<file path="src/rtl/a2b_pkg.sv">
// Shared definitions for the masked arithmetic-to-Boolean converter.
// Assumes: one serial step per clock, two masked AND gadgets per step.
package a2b_pkg;
    localparam int unsigned GADGET_BITS = 2;

    typedef enum logic {
        SEQ_IDLE = 1'b0,
        SEQ_RUN  = 1'b1
    } seq_state_t;
endpackage

</file>
<file path="src/rtl/a2b_masked_and.sv">
// Two-share AND gadget with domain-separated cross terms.
// Computes q0^q1 = (a0^a1)&(b0^b1). Assumes m is a fresh uniform bit for each use.
module a2b_masked_and (
    input  logic a0,
    input  logic a1,
    input  logic b0,
    input  logic b1,
    input  logic m,
    output logic q0,
    output logic q1
);
    // each output share mixes its own domain with one masked cross term
    assign q0 = (a0 & b0) ^ ((a0 & b1) ^ m);
    assign q1 = (a1 & b1) ^ ((a1 & b0) ^ m);
endmodule

</file>
<file path="src/rtl/a2b_seq.sv">
// Sequencer: accepts work when idle, runs WORD_W serial steps, and pulses done.
// Assumes: the latency does not depend on the data.
module a2b_seq #(
    parameter int unsigned WORD_W = 32
) (
    input  logic clk,
    input  logic rst_n,
    input  logic in_valid,
    output logic in_ready,
    output logic load,
    output logic step,
    output logic done
);
    import a2b_pkg::*;

    localparam int unsigned CNT_W = (WORD_W > 1) ? $clog2(WORD_W) : 1;
    localparam logic [CNT_W-1:0] LAST = CNT_W'(WORD_W - 1);

    seq_state_t       state_q;
    logic [CNT_W-1:0] bit_q;

    // handshake and step strobes
    assign in_ready = (state_q == SEQ_IDLE);
    assign load     = in_valid && in_ready;
    assign step     = (state_q == SEQ_RUN);

    // state, bit counter and done pulse
    always_ff @(posedge clk) begin
        if (!rst_n) begin
            state_q <= SEQ_IDLE;
            bit_q   <= '0;
            done    <= 1'b0;
        end else begin
            done <= step && (bit_q == LAST);
            if (load) begin
                state_q <= SEQ_RUN;
                bit_q   <= '0;
            end else if (step) begin
                if (bit_q == LAST) begin
                    state_q <= SEQ_IDLE;
                end else begin
                    bit_q <= bit_q + 1'b1;
                end
            end
        end
    end
endmodule

</file>
<file path="src/rtl/a2b_lane.sv">
// One lane: refreshes each arithmetic share into a Boolean sharing, then adds
// the two sharings with a bit-serial masked ripple adder, LSB first.
// Assumes: gad_m and the masks r and s are fresh on every use.
module a2b_lane #(
    parameter int unsigned WORD_W = 32
) (
    input  logic                          clk,
    input  logic                          rst_n,
    input  logic                          load,
    input  logic                          step,
    input  logic [WORD_W-1:0]             arith0,
    input  logic [WORD_W-1:0]             arith1,
    input  logic [WORD_W-1:0]             mask_r,
    input  logic [WORD_W-1:0]             mask_s,
    input  logic [a2b_pkg::GADGET_BITS-1:0] gad_m,
    output logic [WORD_W-1:0]             bool0,
    output logic [WORD_W-1:0]             bool1
);
    logic [WORD_W-1:0] x0_q, x1_q, y0_q, y1_q;
    logic              c0_q, c1_q;
    logic              p0, p1, g0, g1, t0, t1;

    // shared propagate bit for the current position
    assign p0 = x0_q[0] ^ y0_q[0];
    assign p1 = x1_q[0] ^ y1_q[0];

    // shared generate term x&y
    a2b_masked_and u_gen (
        .a0(x0_q[0]), .a1(x1_q[0]), .b0(y0_q[0]), .b1(y1_q[0]),
        .m(gad_m[0]), .q0(g0), .q1(g1)
    );

    // shared carry-propagate term c&p
    a2b_masked_and u_prp (
        .a0(c0_q), .a1(c1_q), .b0(p0), .b1(p1),
        .m(gad_m[1]), .q0(t0), .q1(t1)
    );

    // operand refresh on load, serial add on each step
    always_ff @(posedge clk) begin
        if (!rst_n) begin
            x0_q  <= '0;
            x1_q  <= '0;
            y0_q  <= '0;
            y1_q  <= '0;
            c0_q  <= 1'b0;
            c1_q  <= 1'b0;
            bool0 <= '0;
            bool1 <= '0;
        end else if (load) begin
            x0_q <= arith0 ^ mask_r;
            x1_q <= mask_r;
            y0_q <= arith1 ^ mask_s;
            y1_q <= mask_s;
            c0_q <= 1'b0;
            c1_q <= 1'b0;
        end else if (step) begin
            x0_q  <= x0_q >> 1;
            x1_q  <= x1_q >> 1;
            y0_q  <= y0_q >> 1;
            y1_q  <= y1_q >> 1;
            bool0 <= {p0 ^ c0_q, bool0[WORD_W-1:1]};
            bool1 <= {p1 ^ c1_q, bool1[WORD_W-1:1]};
            c0_q  <= g0 ^ t0;
            c1_q  <= g1 ^ t1;
        end
    end
endmodule

</file>
<file path="src/rtl/masked_a2b_conv.sv">
// Vectorized two-share arithmetic-to-Boolean converter.
// Assumes: rand_i carries fresh randomness on every cycle. Results are meaningful
// only while out_valid is high.
module masked_a2b_conv #(
    parameter int unsigned NUM_LANES = 4,
    parameter int unsigned WORD_W    = 32
) (
    input  logic                            clk,
    input  logic                            rst_n,
    input  logic                            in_valid,
    output logic                            in_ready,
    input  logic [NUM_LANES*WORD_W-1:0]     arith_sh0_i,
    input  logic [NUM_LANES*WORD_W-1:0]     arith_sh1_i,
    input  logic [2*NUM_LANES*WORD_W-1:0]   rand_i,
    output logic                            out_valid,
    output logic [NUM_LANES*WORD_W-1:0]     bool_sh0_o,
    output logic [NUM_LANES*WORD_W-1:0]     bool_sh1_o
);
    localparam int unsigned LANE_RAND_W = 2 * WORD_W;

    logic load, step;

    a2b_seq #(.WORD_W(WORD_W)) u_seq (
        .clk(clk), .rst_n(rst_n), .in_valid(in_valid), .in_ready(in_ready),
        .load(load), .step(step), .done(out_valid)
    );

    // one serial masked adder per lane
    for (genvar l = 0; l < NUM_LANES; l++) begin : g_lane
        a2b_lane #(.WORD_W(WORD_W)) u_lane (
            .clk(clk), .rst_n(rst_n), .load(load), .step(step),
            .arith0(arith_sh0_i[l*WORD_W +: WORD_W]),
            .arith1(arith_sh1_i[l*WORD_W +: WORD_W]),
            .mask_r(rand_i[l*LANE_RAND_W +: WORD_W]),
            .mask_s(rand_i[l*LANE_RAND_W + WORD_W +: WORD_W]),
            .gad_m(rand_i[l*LANE_RAND_W +: a2b_pkg::GADGET_BITS]),
            .bool0(bool_sh0_o[l*WORD_W +: WORD_W]),
            .bool1(bool_sh1_o[l*WORD_W +: WORD_W])
        );
    end
endmodule

</file>
<file path="config.mk">
export PLATFORM = sky130hd
export DESIGN_NAME = masked_a2b_conv
export DESIGN_NICKNAME = d
export VERILOG_FILES = /design/src/rtl/a2b_pkg.sv /design/src/rtl/a2b_masked_and.sv /design/src/rtl/a2b_seq.sv /design/src/rtl/a2b_lane.sv /design/src/rtl/masked_a2b_conv.sv
export SDC_FILE = /design/constraint.sdc
export NUM_CORES = 1
export LEC_CHECK = 0
export ABC_AREA = 1
export BUFFER_PORTS_ARGS = -buffer_cell sky130_fd_sc_hd__buf_2
export CAP_MARGIN = 25
export CORE_MARGIN = 4
export CORE_UTILIZATION = 40
export DETAILED_ROUTE_END_ITERATION = 8
export GPL_TIMING_DRIVEN = 1
export PLACE_DENSITY = 0.63
export SETUP_SLACK_MARGIN = 0.02
export SLEW_MARGIN = 20
export SYNTH_ARGS = -nofsm -noshare
export SYNTH_HDL_FRONTEND = slang
export SYNTH_HIERARCHICAL = 1
export SYNTH_SLANG_ARGS = --single-unit
</file>
<file path="constraint.sdc">
create_clock -name clk -period 1.8 [get_ports clk]
set_input_delay 0.09 -clock clk [delete_from_list [all_inputs] [get_ports clk]]
set_output_delay 0.09 -clock clk [all_outputs]
set_load 0.005 [all_outputs]
</file>
; ---- After elaboration in Yosys (flattened, before gate mapping)
; Index checks and enable logic that the tools add are counted.
[word_totals]
regBits = 783
elab_cells = 178
input_bits = 515
out_inout_bits = 258
[op_classes]
n_eq_ne = 1
add_sub_neg = 1
mux = 35
n_reduce_logical = 6
bitwise_logic = 100
[ops]
columns = cell, n
row1 = 32-bit 2-to-1 mux, 32
row2 = 32-bit bitwise XOR, 8
row3 = 1-bit bitwise XOR, 56
row4 = 1-bit bitwise AND, 32
row5 = 5-bit by 1-bit adder with 5-bit output (second input constant), 1
row6 = 5-bit == test (second input constant), 1
row7 = 1-bit inverter, 4
row8 = 2-bit AND reduction, 2
row9 = 1-bit 2-to-1 mux, 3
row10 = 1-bit logical AND, 2
row11 = 2-bit nonzero test, 1
row12 = 2-bit OR reduction, 1

; ---- Depth between registers and ports, before layout
[depth]
depth_word = 5
mapped_depth = 11
ltp_nobuf = 11

; ---- Modules after synthesis
; Netlist, hierarchy kept.
[by_module_without_submodules]
columns = mod, n_inst, cells_each, seq_area_each_um2, area_per_inst_um2
row1 = a2b_lane, 4, 1512, 3883.7, 9312.7
row2 = a2b_masked_and, 8, 19, 0.0, 76.3
row3 = a2b_seq, 1, 43, 140.1, 331.6

; ---- Worst setup path before layout
; Ideal clock, no wire load.
[synth_timing]
path_kind = reg2reg
from = register u_seq.state_q, in the netlist u_seq/step
to = register g_lane[0].u_lane.x0_q[11]
slack_ns = -0.036
n_path_buf = 3
path_stages_with_launch = 10
period_less_slack_ns = 1.836
required_time_ns = 1.672
t_arrival_ns = 1.708
setup_time_ns = 0.128
cell_sequence = dfxtp_1 nor2_2 buf_4 inv_2 buf_6 buf_6 nand3_1 nand2_1 a21oi_1 nor2_1
[synth_between]
elab_chain_cells = 3
elab_cells_between_ends = 4
cone_classes = mux (1) / bitwise (1) / reduce/logical (2)
[synth_rtl]
columns = element, line
row1 = "start, declared", a2b_seq.sv:19  ; seq_state_t state_q;
row2 = "start signal, assigned", a2b_seq.sv:30  ; state_q <= SEQ_IDLE;
row3 = "start signal, assigned", a2b_seq.sv:36  ; state_q <= SEQ_RUN;
row4 = "start signal, assigned", a2b_seq.sv:40  ; state_q <= SEQ_IDLE;
row5 = 1-bit inverter (*), a2b_seq.sv:23  ; assign in_ready = (state_q == SEQ_IDLE);
row6 = 1-bit logical AND (*), a2b_seq.sv:24  ; assign load = in_valid && in_ready;
row7 = via load, masked_a2b_conv.sv:21  ; logic load, step;
row8 = 32-bit 2-to-1 mux or 2-bit nonzero test (tied branches), n/a
row9 = "end signal, assigned", a2b_lane.sv:51  ; x0_q <= arith0 ^ mask_r;
row10 = "end signal, assigned", a2b_lane.sv:58  ; x0_q <= x0_q >> 1;
row11 = "end, declared", a2b_lane.sv:19  ; logic [WORD_W-1:0] x0_q, x1_q, y0_q, y1_q;
; Mark *: on every way through the listed nets, which the timed path passes. The rest lies on a longest branch.
; A chain may end at the register's enable or synchronous reset.

; ---- Final worst setup path
[layout_timing]
from = input port rand_i[129]
to = register g_lane[2].u_lane.x0_q[1]
[layout_between]
elab_chain_cells = 2
[layout_rtl]
columns = element, line
row1 = "start, declared", masked_a2b_conv.sv:14  ; input logic [2*NUM_LANES*WORD_W-1:0] rand_i,
row2 = 32-bit bitwise XOR, a2b_lane.sv:51
row3 = 32-bit 2-to-1 mux, a2b_lane.sv:50  ; end else if (load) begin
row4 = "end signal, assigned", a2b_lane.sv:51
row5 = "end signal, assigned", a2b_lane.sv:58
row6 = "end, declared", a2b_lane.sv:19
; Every way passes these cells.

==> impl_metrics.py <==
metrics = {
    "critical_path": {
        "worst_path_max_delay_cell": "dlygate4sd3_1",
        "worstPathArrival_ns": 2.33,
        "crit_chain": "dlygate4sd3_1 -> clkbuf_4 -> inv_1 -> nand2_1 -> dlygate4sd3_1 -> nand2_1 -> dlygate4sd3_1 -> a21oi_1 -> nor2_1",
        "cp_top_family": "buffers and inverters",
        "slowest_delay_ns": 0.57,
        "end_kind": "flop",
        "critPathLaunchType": "input pin",
        "worst-path-buf-inv": 5,
        "required_ns": 2.35,
        "crit_fanout": 6,
        "cpMostUsedCell": "dlygate4sd3_1",
        "critPathKind": "in -> reg",
    },
    "logic_synthesis": {
        "syn_inst": 6243,
        "synth_common_cells": "nand2_1, inv_1, dfxtp_1",
        "synth_area_um2": 38200,
        "synth.area.top_cells": "dfxtp_1, nand2_1, inv_1",
        "ys_types": 24,
        "synth_area_leader_cell": "dfxtp_1",
        "synth_warnings": 6,
        "syn_area_per_cell_um2": 6.12,
        "yosysSeqAreaShare": 0.410,
        "synth_edf_count": 0,
        "yosysMostFrequentCell": "nand2_1",
        "async_flop_share": 0,
        "syn_nets": 6760,
        "yosys.area.top_type_share": 0.410,
        "ys.flop_type": "dfxtp_1",
        "synth_seq_cells": 783,
    },
    "global_routing": {
        "grtUsageTotal": 0.250,
        "grt_pass1_wl_um": 206000,
        "first_global_vias": 39754,
        "grt_max_degree": 78,
        "overflow": 0,
        "antenna_found_initial": 28,
    },
    "timing": {
        "whs_ns": 0.0703,
        "min_period_ns": 1.78,
        "setup_viol": 0,
        "fin_skew_ns": 0.0278,
        "finalCritPeriodShare": 0.989,
        "tightest_slew_ns": 0.549,
        "fmax_mhz": 562,
        "drv_slew": 0,
        "setup_tns_ns": 0,
        "max_slew_margin": 0.633,
        "hold_viol_final": 0,
        "rsz0062_at_grt": "yes",
    },
    "route": {
        "drtIter0Drc": 3141,
        "antenna_left": 0,
        "drc": 0,
        "first_pass_iters": 6,
        "vias_per_cell": 4.81,
        "wl_per_cell_um": 15.0,
        "totalWireLength_um": 133000,
        "via_count": 42646,
    },
    "cts": {
        "cts_buffer_depth": 3,
        "cts_tree": "done",
        "htree_levels": 3,
        "root_buffer": "clkbuf_16",
        "cts.sinks": 783,
        "cts.clk_slew.worst_paths_ns": 0.06,
        "clk_latency_ns": 0.66,
        "cts-buffers-inserted": 89,
    },
    "cells_and_area": {
        "final_nets": 8026,
        "layout.cells.non_filler": 8873,
        "regArea_um2": 15700,
        "final_area_um2": 53100,
        "drive_gt1_frac": 0.142,
        "syn2layout_area_growth_pct": 38.9,
        "fill_cells": 8889,
        "multi_input_area_um2": 17700,
        "post-route-util": 0.559,
    },
    "floorplanning": {
        "core-area_um2": 94900,
        "dieArea_um2": 100000,
        "fp.dieH_um": 317,
        "rows": 113,
        "die_w_um": 317,
        "io_pins": 773,
        "start_util": 0.403,
    },
    "place": {
        "place.gp.congestion": 0.861,
        "placedCellCount": 8058,
        "hpwlAfterDp_um": 85800,
        "portBuffers": 772,
        "placed_area_um2": 43500,
    },
    "hold_path": {
        "min_path_type": "in -> reg",
    },
    "run": {
        "max_cap_viol_count": 0,
    },
    "power_and_ir_drop": {
        "power_density_nw_per_um2": 877,
        "p_leak_nw": 29.8,
        "ir_drop_mv": 0.697,
    },
    "run_status": {
        "status": "finished clean",
    },
}
==> stage by stage <==
stage | total power [mW] | setup slack (ns)
final | 46.5 | 0.0206
after floorplan | 23.9 | 0.178
after detailed placement | 26.8 | 0.0954
after CTS | 46.8 | 0.0209
after global placement | 26.7 | 0.121
after global routing | 48.8 | 0.0101
==> sequential cells by signal, indices dropped and copies added, names as in the netlist <==
signal	cells
g_lane.u_lane/bool0	128
g_lane.u_lane/bool1	128
g_lane.u_lane/c0_q	4
g_lane.u_lane/c1_q	4
g_lane.u_lane/x0_q	128
g_lane.u_lane/x1_q	128
g_lane.u_lane/y0_q	128
g_lane.u_lane/y1_q	128
u_seq/bit_q	5
u_seq/done	1
u_seq/step	1
==> path summary, 6_finish.rpt <==
path                            slack [ns]                         to  cells after the start                 startpoint
worst max-delay path                  0.02   g_lane[2].u_lane/x0_q[1]                      9                rand_i[129]
worst min register to register        0.46  g_lane[3].u_lane/x1_q[31]                      2  g_lane[3].u_lane/x1_q[31]
worst min-delay path                  0.07  g_lane[1].u_lane/y1_q[23]                      6                rand_i[119]
worst max register to register        0.11  g_lane[0].u_lane/y0_q[24]                      8                 u_seq/step
==> power breakdown <==
group / switching, mW / internal [mW] / total [mW]
sequential: 0.805 / 18.6 / 19.4
combinational: 4.75 / 3.72 / 8.47
clock: 7.58 / 11.1 / 18.7
==> tightest hold or removal path: cells and delay by family <==
family / cells / cell delay, ns
buffers and inverters: 3 / 0.43
AND/OR/NAND/NOR: 3 / 0.16
==> cell families (layout without fill, tap and decap cells) <==
logic type,Yosys count,count (layout),synth area share
AND/OR/NAND/NOR,3714,3714,0.385
buffers and inverters,1172,2510,0.128
flip-flops,783,783,0.410
AO/OA/AOI/OAI,564,564,0.0740
XOR/XNOR,8,8,0.00183
adder cells (fa/ha/maj),2,2,0.000655
other,0,27,0
==> final cells by class <==
type                       instances  share of cell area
multi-input combinational       4288               0.333
sequential                       783               0.295
timing repair buffer            1507               0.224
inverter                         840              0.0595
clock buffer                     129              0.0492
tap                             1265              0.0298
clock inverter                    34             0.00788
antenna                           27             0.00127
==> placed cells by master (no fill, tap or decap), drive strengths merged <==
cell             n
a21oi          299
buf            889
bufbuf           2
bufinv           7
clkbuf         134
clkinv          24
clkinvlp         2
dfxtp          783
diode           27
dlygate4sd3    608
dlymetal6s4s     3
ha               2
inv            841
nand2         2415
nand3          554
nor2           743
nor3             1
nor3b            1
o21ai          264
o21bai           1
xor2             8
==> timing repair <==
item                                   CTS  global route
pin swaps                                0             2
setup endpoints to repair                1            98
endpoints found under the hold margin  519             0
resized for setup                        4            38
buffers inserted                         0             9
gates cloned                             2             3
hold buffers                           611             0
==> layer usage <==
metal	vias up	routed length (µm)	GRT usage
met2	1389	63700	0.430
met5	-	57	0
met4	10	5370	0.108
li1	21483	-	-
met1	19439	55200	0.305
met3	325	8470	0.0444
Power figures use the tool's default switching activity.
